<file path="src/rtl/hwloop_pkg.sv">
// Shared constants and types for the counted-loop fetch sequencer.
// Assumes fixed 4-byte instructions.
package hwloop_pkg;
    localparam int INSTR_BYTES = 4;
    localparam int PASS_BIAS   = 3;

    // Source of the next fetch address, decided by the controller.
    typedef enum logic [2:0] {
        NPC_HOLD,
        NPC_SEQ,
        NPC_WRAP,
        NPC_START,
        NPC_REDIR
    } npc_sel_e;
endpackage

</file>
<file path="src/rtl/hwloop_decode.sv">
// Turns the biased fields of a loop instruction into a real pass count,
// a body start address and an exit address. Purely combinational.
// Assumes the body begins at the instruction right after the loop opcode.
module hwloop_decode #(
    parameter int ADDR_W = 32,
    parameter int CNT_W  = 5,
    parameter int LEN_W  = 4
) (
    input  logic [CNT_W-1:0]  cnt_field,
    input  logic [LEN_W-1:0]  len_field,
    input  logic [ADDR_W-1:0] op_addr,
    output logic [CNT_W:0]    total_passes,
    output logic [ADDR_W-1:0] body_start,
    output logic [ADDR_W-1:0] exit_addr
);
    import hwloop_pkg::*;
    localparam int PW = CNT_W + 1;

    // Remove the biases and compute both body boundaries.
    always_comb begin
        total_passes = {1'b0, cnt_field} + PW'(PASS_BIAS);
        body_start   = op_addr + ADDR_W'(INSTR_BYTES);
        exit_addr    = op_addr + ADDR_W'({len_field, 2'b00}) + ADDR_W'(2 * INSTR_BYTES);
    end
endmodule

</file>
<file path="src/rtl/hwloop_ctrl.sv">
// Loop controller: tracks active state, remaining passes and the position
// inside the body, and picks the next-address source each cycle.
// Raises a one-cycle exit prefetch when the first pass ends and flags a
// nested loop instruction. Assumes the pass count is always at least 3.
module hwloop_ctrl #(
    parameter int CNT_W = 5,
    parameter int LEN_W = 4
) (
    input  logic                  clk,
    input  logic                  rst_n,
    input  logic                  stall_i,
    input  logic                  loop_valid_i,
    input  logic                  redirect_i,
    input  logic [LEN_W-1:0]      len_field,
    input  logic [CNT_W:0]        total_passes,
    output hwloop_pkg::npc_sel_e  npc_sel,
    output logic                  active_o,
    output logic [CNT_W:0]        passes_left_o,
    output logic                  pf_req_o,
    output logic                  nest_err_o
);
    import hwloop_pkg::*;
    localparam int PW = CNT_W + 1;

    logic [LEN_W-1:0] pos_q;
    logic [LEN_W-1:0] last_pos_q;
    logic             first_pass_q;
    logic             start_w;
    logic             nest_w;
    logic             at_last_w;
    logic             wrap_w;

    // Classify this cycle's events.
    always_comb begin
        start_w   = loop_valid_i && !active_o && !stall_i && !redirect_i;
        nest_w    = loop_valid_i &&  active_o && !stall_i && !redirect_i;
        at_last_w = active_o && (pos_q == last_pos_q);
        wrap_w    = at_last_w && !stall_i && !redirect_i && (passes_left_o != PW'(1));
    end

    // Select the next fetch-address source by priority.
    always_comb begin
        if (redirect_i)   npc_sel = NPC_REDIR;
        else if (stall_i) npc_sel = NPC_HOLD;
        else if (start_w) npc_sel = NPC_START;
        else if (wrap_w)  npc_sel = NPC_WRAP;
        else              npc_sel = NPC_SEQ;
    end

    // Loop state registers: activity, pass count, body position, prefetch.
    always_ff @(posedge clk) begin
        if (!rst_n) begin
            active_o      <= 1'b0;
            passes_left_o <= '0;
            pos_q         <= '0;
            last_pos_q    <= '0;
            first_pass_q  <= 1'b0;
            pf_req_o      <= 1'b0;
            nest_err_o    <= 1'b0;
        end else begin
            pf_req_o   <= 1'b0;
            nest_err_o <= nest_w;
            if (redirect_i) begin
                active_o      <= 1'b0;
                passes_left_o <= '0;
                pos_q         <= '0;
                first_pass_q  <= 1'b0;
            end else if (stall_i) begin
                active_o      <= active_o;
            end else if (start_w) begin
                active_o      <= 1'b1;
                passes_left_o <= total_passes;
                pos_q         <= '0;
                last_pos_q    <= len_field;
                first_pass_q  <= 1'b1;
            end else if (active_o) begin
                if (at_last_w) begin
                    pos_q        <= '0;
                    first_pass_q <= 1'b0;
                    pf_req_o     <= first_pass_q;
                    if (passes_left_o == PW'(1)) begin
                        active_o      <= 1'b0;
                        passes_left_o <= '0;
                    end else begin
                        passes_left_o <= passes_left_o - PW'(1);
                    end
                end else begin
                    pos_q <= pos_q + LEN_W'(1);
                end
            end
        end
    end
endmodule

</file>
<file path="src/rtl/hwloop_pcgen.sv">
// Fetch address generator: holds the fetch PC plus the latched body start
// and exit addresses, and updates the PC from the controller's selection.
// Assumes the selection already resolves redirect and stall priority.
module hwloop_pcgen #(
    parameter int              ADDR_W   = 32,
    parameter logic [ADDR_W-1:0] RESET_PC = 32'h0000_0100
) (
    input  logic                 clk,
    input  logic                 rst_n,
    input  hwloop_pkg::npc_sel_e npc_sel,
    input  logic [ADDR_W-1:0]    dec_start,
    input  logic [ADDR_W-1:0]    dec_exit,
    input  logic [ADDR_W-1:0]    redirect_pc_i,
    output logic [ADDR_W-1:0]    pc_o,
    output logic [ADDR_W-1:0]    exit_q
);
    import hwloop_pkg::*;

    logic [ADDR_W-1:0] start_q;

    // Advance, hold, wrap or reload the fetch address.
    always_ff @(posedge clk) begin
        if (!rst_n) begin
            pc_o    <= RESET_PC;
            start_q <= '0;
            exit_q  <= '0;
        end else begin
            case (npc_sel)
                NPC_REDIR: pc_o <= redirect_pc_i;
                NPC_HOLD:  pc_o <= pc_o;
                NPC_START: begin
                    pc_o    <= dec_start;
                    start_q <= dec_start;
                    exit_q  <= dec_exit;
                end
                NPC_WRAP:  pc_o <= start_q;
                default:   pc_o <= pc_o + ADDR_W'(INSTR_BYTES);
            endcase
        end
    end
endmodule

</file>
<file path="src/rtl/hwloop_seq.sv">
// Top of the counted-loop fetch sequencer. Absorbs a loop instruction in
// the early stage and generates all body and exit fetch addresses.
// Assumes one loop at a time and 4-byte instructions.
module hwloop_seq #(
    parameter int                ADDR_W   = 32,
    parameter int                CNT_W    = 5,
    parameter int                LEN_W    = 4,
    parameter logic [ADDR_W-1:0] RESET_PC = 32'h0000_0100
) (
    input  logic              clk,
    input  logic              rst_n,
    input  logic              stall_i,
    input  logic              loop_valid_i,
    input  logic [CNT_W-1:0]  loop_cnt_i,
    input  logic [LEN_W-1:0]  loop_len_i,
    input  logic [ADDR_W-1:0] loop_pc_i,
    input  logic              redirect_i,
    input  logic [ADDR_W-1:0] redirect_pc_i,
    output logic [ADDR_W-1:0] pc_o,
    output logic              active_o,
    output logic [CNT_W:0]    passes_left_o,
    output logic              pf_req_o,
    output logic [ADDR_W-1:0] pf_addr_o,
    output logic              nest_err_o
);
    import hwloop_pkg::*;

    logic [CNT_W:0]    total_passes;
    logic [ADDR_W-1:0] dec_start;
    logic [ADDR_W-1:0] dec_exit;
    npc_sel_e          npc_sel;

    hwloop_decode #(.ADDR_W(ADDR_W), .CNT_W(CNT_W), .LEN_W(LEN_W)) u_decode (
        .cnt_field    (loop_cnt_i),
        .len_field    (loop_len_i),
        .op_addr      (loop_pc_i),
        .total_passes (total_passes),
        .body_start   (dec_start),
        .exit_addr    (dec_exit)
    );

    hwloop_ctrl #(.CNT_W(CNT_W), .LEN_W(LEN_W)) u_ctrl (
        .clk           (clk),
        .rst_n         (rst_n),
        .stall_i       (stall_i),
        .loop_valid_i  (loop_valid_i),
        .redirect_i    (redirect_i),
        .len_field     (loop_len_i),
        .total_passes  (total_passes),
        .npc_sel       (npc_sel),
        .active_o      (active_o),
        .passes_left_o (passes_left_o),
        .pf_req_o      (pf_req_o),
        .nest_err_o    (nest_err_o)
    );

    hwloop_pcgen #(.ADDR_W(ADDR_W), .RESET_PC(RESET_PC)) u_pcgen (
        .clk           (clk),
        .rst_n         (rst_n),
        .npc_sel       (npc_sel),
        .dec_start     (dec_start),
        .dec_exit      (dec_exit),
        .redirect_pc_i (redirect_pc_i),
        .pc_o          (pc_o),
        .exit_q        (pf_addr_o)
    );
endmodule

</file>
<file path="config.mk">
export PLATFORM = sky130hd
export DESIGN_NAME = hwloop_seq
export DESIGN_NICKNAME = d
export VERILOG_FILES = /design/src/rtl/hwloop_pkg.sv /design/src/rtl/hwloop_decode.sv /design/src/rtl/hwloop_ctrl.sv /design/src/rtl/hwloop_pcgen.sv /design/src/rtl/hwloop_seq.sv
export SDC_FILE = /design/constraint.sdc
export NUM_CORES = 1
export LEC_CHECK = 0
export ABC_AREA = 1
export BUFFER_PORTS_ARGS = -buffer_cell sky130_fd_sc_hd__buf_2
export CAP_MARGIN = 20
export CORE_MARGIN = 5
export CORE_UTILIZATION = 60
export CTS_BUF_LIST = sky130_fd_sc_hd__clkbuf_16
export CTS_CLUSTER_DIAMETER = 100
export DETAILED_ROUTE_END_ITERATION = 10
export PLACE_DENSITY = 0.85
export SYNTH_ARGS = -nofsm -noshare
export SYNTH_HDL_FRONTEND = slang
export SYNTH_SLANG_ARGS = --single-unit
</file>
<file path="constraint.sdc">
create_clock -name clk -period 4.25 [get_ports clk]
set_clock_uncertainty 0.05 [all_clocks]
set_input_delay 0.425 -clock clk [delete_from_list [all_inputs] [get_ports clk]]
set_output_delay 0.425 -clock clk [all_outputs]
set_load 0.01 [all_outputs]
</file>
==> results.py <==
metrics = {
    "outcome": {
        "run_status": "finished clean",
    },
    "synth": {
        "synth_ff_type": "dfxtp_1",
        "post_synth_main_area_contributors": "dfxtp_1, nand2_1, inv_1, nor2_1, a21oi_1",
        "total_of_warnings_raised_by_yosys": 0,
        "syn_inst": 1136,
        "syn_area_per_cell_um2": 6.39,
        "async_reset_ff_share_pct": 0,
        "synth.net_count": 1229,
        "number_of_synthesized_flops_with_an_enable_pin": 0,
        "synth_seq_area_share_pct": 30.9,
        "yosys.area.top_type_share_pct": 30.9,
        "yosys.area.top_type": "dfxtp_1",
        "synth_seq_cells": 112,
        "synth_cell_type_count": 48,
        "post_syn_area_um2": 7260,
        "synth.most_common_cell": "nand2_1",
        "synth_common_cells": "nand2_1, inv_1, nor2_1",
    },
    "timing": {
        "fin_worst_hold_slack_ns": 0.259,
        "clock.fmax_ghz": 0.423,
        "worstMarginPinSlew_ns": 0.783,
        "period_share_pct": 55.6,
        "finalSetupTns_ns": 0,
        "unrepaired_setup_endpoints_after_global_routing": "false",
        "finalWorstPathRequiredPeriod_ns": 2.36,
        "finalMaxSlewViolations": 0,
        "final-setup-viol-count": 0,
        "final_hold_viol_count": 0,
        "max_slew_margin_pct": 47.8,
    },
    "placement": {
        "place.port_buffers": 150,
        "dp_hpwl_um": 17300,
        "finalWeightedCongestion": 0.976,
    },
    "power_and_ir_drop": {
        "leakagePower_nw": 3.96,
        "power.density_nw_per_um2": 294,
        "ir_drop_mv": 0.209,
    },
    "setup_path": {
        "critical_path.endpoint_type": "register",
        "critical_path_destination": "u_pcgen.exit_q[29]$_SDFFE_PN0N_",
        "cp.arrival_ns": 2.59,
        "path_max_fanout": 3,
        "critical_path.startpoint_type": "primary input",
        "worst-endpoint-required_ns": 4.47,
        "timing.critical_path.from": "loop_pc_i[3]",
        "regToRegStartpoint": "u_ctrl.active_o$_SDFFE_PP0N_",
        "timing_worst_setup_path_type": "in2reg",
        "worstRegToRegCells": 10,
        "timing.reg2reg.setup_slack_ns": 2.18,
        "regToRegEndpoint": "u_pcgen.pc_o[10]$_SDFFE_PN0P_",
    },
    "grt": {
        "gr-usage-all-layers_pct": 31.3,
        "grt_start_max_net_pins": 81,
        "grt_pass1_vias": 7285,
        "first_pass_grt_wire_length_um": 36500,
        "antenna_violations_before_repair": 0,
        "overflow": 0,
    },
    "clock_network": {
        "clkSlewWorstSetupHoldPaths_ns": 0.09,
        "cts.sinks": 112,
        "post_cts.repair.setup_buffers": 0,
        "cts-root-to-sink-buffers": 2,
        "clk-insertion-delay-late_ns": 0.37,
        "clock_root_buffer": "clkbuf_16",
        "post_cts_resize_count": 0,
        "cts-hold-fix-buffers": 0,
        "cts_max_level": 3,
        "tritoncts_clock_tree": "yes",
        "tritoncts.num_buffers": 9,
    },
    "route": {
        "initialDrtViolationCount": 868,
        "drt_wl_total_um": 22900,
        "drtPass1Iterations": 5,
        "routedWlPerCell_um": 16.2,
        "drtAntennaViolNets": 0,
        "avgViaCountPerCell": 5.66,
        "drt_drc_violations_left": 0,
        "via_count_of_the_routed_design": 8010,
    },
    "layout": {
        "layout-drive-gt1-share_pct": 18.6,
        "areaGrowthSynthToFinish_pct": 14.6,
        "num_antenna_cells": 0,
        "num-nets-final": 1356,
    },
    "die": {
        "core.rowCount": 40,
        "die_area_um2": 14400,
        "dieHeight_um": 120,
        "io_pins": 151,
        "dieWidth_um": 120,
        "coreArea_um2": 12000,
        "start_util_pct": 60.7,
    },
    "flow_run": {
        "maxCapViolations": 0,
    },
    "worst_hold_path": {
        "min_delay_path_class": "in2reg",
    },
}
[routing by layer]
metal  share of wire (%)  wire, µm  global-route usage [%]  vias up
met5                   0         0                       0        -
met4                 2.3       524                    9.31        0
met3                 8.3      1900                    5.80       51
met2                  46     10500                    50.9      393
met1                  44     10000                    42.2     3615
li1                    -         -                       -     3951
[where the power goes]
| group | leakage, nW | switching [W] | internal, W |
|---|---|---|---|
| clock network | 0.134 | 0.000424 | 0.000399 |
| logic | 2.91 | 0.000295 | 0.000169 |
| registers | 0.916 | 0.0000580 | 0.00110 |
[cells in the final DEF, fill, tap and decap left out, drive strengths merged]
cell	count
a211oi	2
a21oi	92
a22oi	1
a31oi	8
a41oi	3
and2	3
and3	1
buf	156
clkbuf	9
clkinv	4
clkinvlp	1
dfxtp	112
fa	1
ha	14
inv	139
nand2	323
nand3	82
nand3b	5
nand4	25
nor2	140
nor3	15
nor3b	2
nor4	2
o211ai	8
o21a	2
o21ai	63
o21bai	1
o221ai	6
o22ai	2
o31ai	2
or2	8
xnor2	8
xor2	28
[per-stage QoR]
stage | setup WS [ns] | util, % | area [µm²] | std cells | power (W)
after detailed placement | 1.52 | 67.3 | 8050 | 1399 | 0.00164
final | 1.89 | 69.6 | 8320 | 1415 | 0.00245
after global routing | 1.66 | 69.6 | 8320 | 1415 | 0.00255
after CTS | 1.90 | 69.6 | 8320 | 1415 | 0.00244
after floorplan | 1.77 | - | 7260 | 1136 | 0.00146
after global placement | 1.56 | 67.3 | 8050 | 1399 | 0.00163
[how the worst min path moves through the flow]
stage	from	slack (ns)	end	cells after the start
3_3_place_gp	u_ctrl.first_pass_q$_SDFFE_PP0P_	0.40	u_ctrl.pf_req_o$_SDFF_PP0_	2
3_5_place_dp	u_pcgen.start_q[3]$_SDFFE_PN0N_	0.40	u_pcgen.start_q[3]$_SDFFE_PN0N_	2
4_1_cts	redirect_pc_i[8]	0.25	u_pcgen.pc_o[8]$_SDFFE_PN1P_	3
6_report	redirect_pc_i[8]	0.26	u_pcgen.pc_o[8]$_SDFFE_PN1P_	3
2_1_floorplan	u_ctrl.first_pass_q$_SDFFE_PP0P_	0.37	u_ctrl.pf_req_o$_SDFF_PP0_	2
5_1_grt	redirect_pc_i[8]	0.29	u_pcgen.pc_o[8]$_SDFFE_PN1P_	3
[worst max-delay path, cell delays in order]
cell,delay [ns]
buf_2,0.10
inv_1,0.04
ha_1,0.26
inv_1,0.06
ha_1,0.15
inv_1,0.05
fa_1,0.39
nand3b_1,0.17
nand2_1,0.13
inv_1,0.11
nor2_4,0.13
inv_2,0.06
nor2_2,0.11
nand2_1,0.07
xor2_1,0.15
o21ai_1,0.12
inv_1,0.04
[layout make-up]
type	count	area, µm²
Clock buffer	9	225
Timing Repair Buffer	156	808
Fill cell	1116	3640
Sequential cell	112	2240
Clock inverter	7	47.5
Tap cell	147	184
Inverter	137	514
Multi-Input combinational cell	847	4300
[flip-flops by register name, indices dropped and copies added (netlist names), 4 cells and up]
signal	cells
u_ctrl.last_pos_q	4
u_ctrl.passes_left_o	6
u_pcgen.exit_q	30
u_pcgen.start_q	32
u_pcgen.pc_o	32
u_ctrl.pos_q	4
[cell families (layout without fill, tap and decap cells)]
kind of cell / count (synthesis) / after routing / share of synthesized area, %
fa+ha+maj: 15 / 15 / 2.69
flops: 112 / 112 / 30.9
simple gates: 606 / 606 / 37.5
xor+xnor: 36 / 36 / 4.34
buf+inv: 177 / 309 / 9.94
compound gates: 190 / 190 / 14.6
Power figures use the tool's default switching activity.
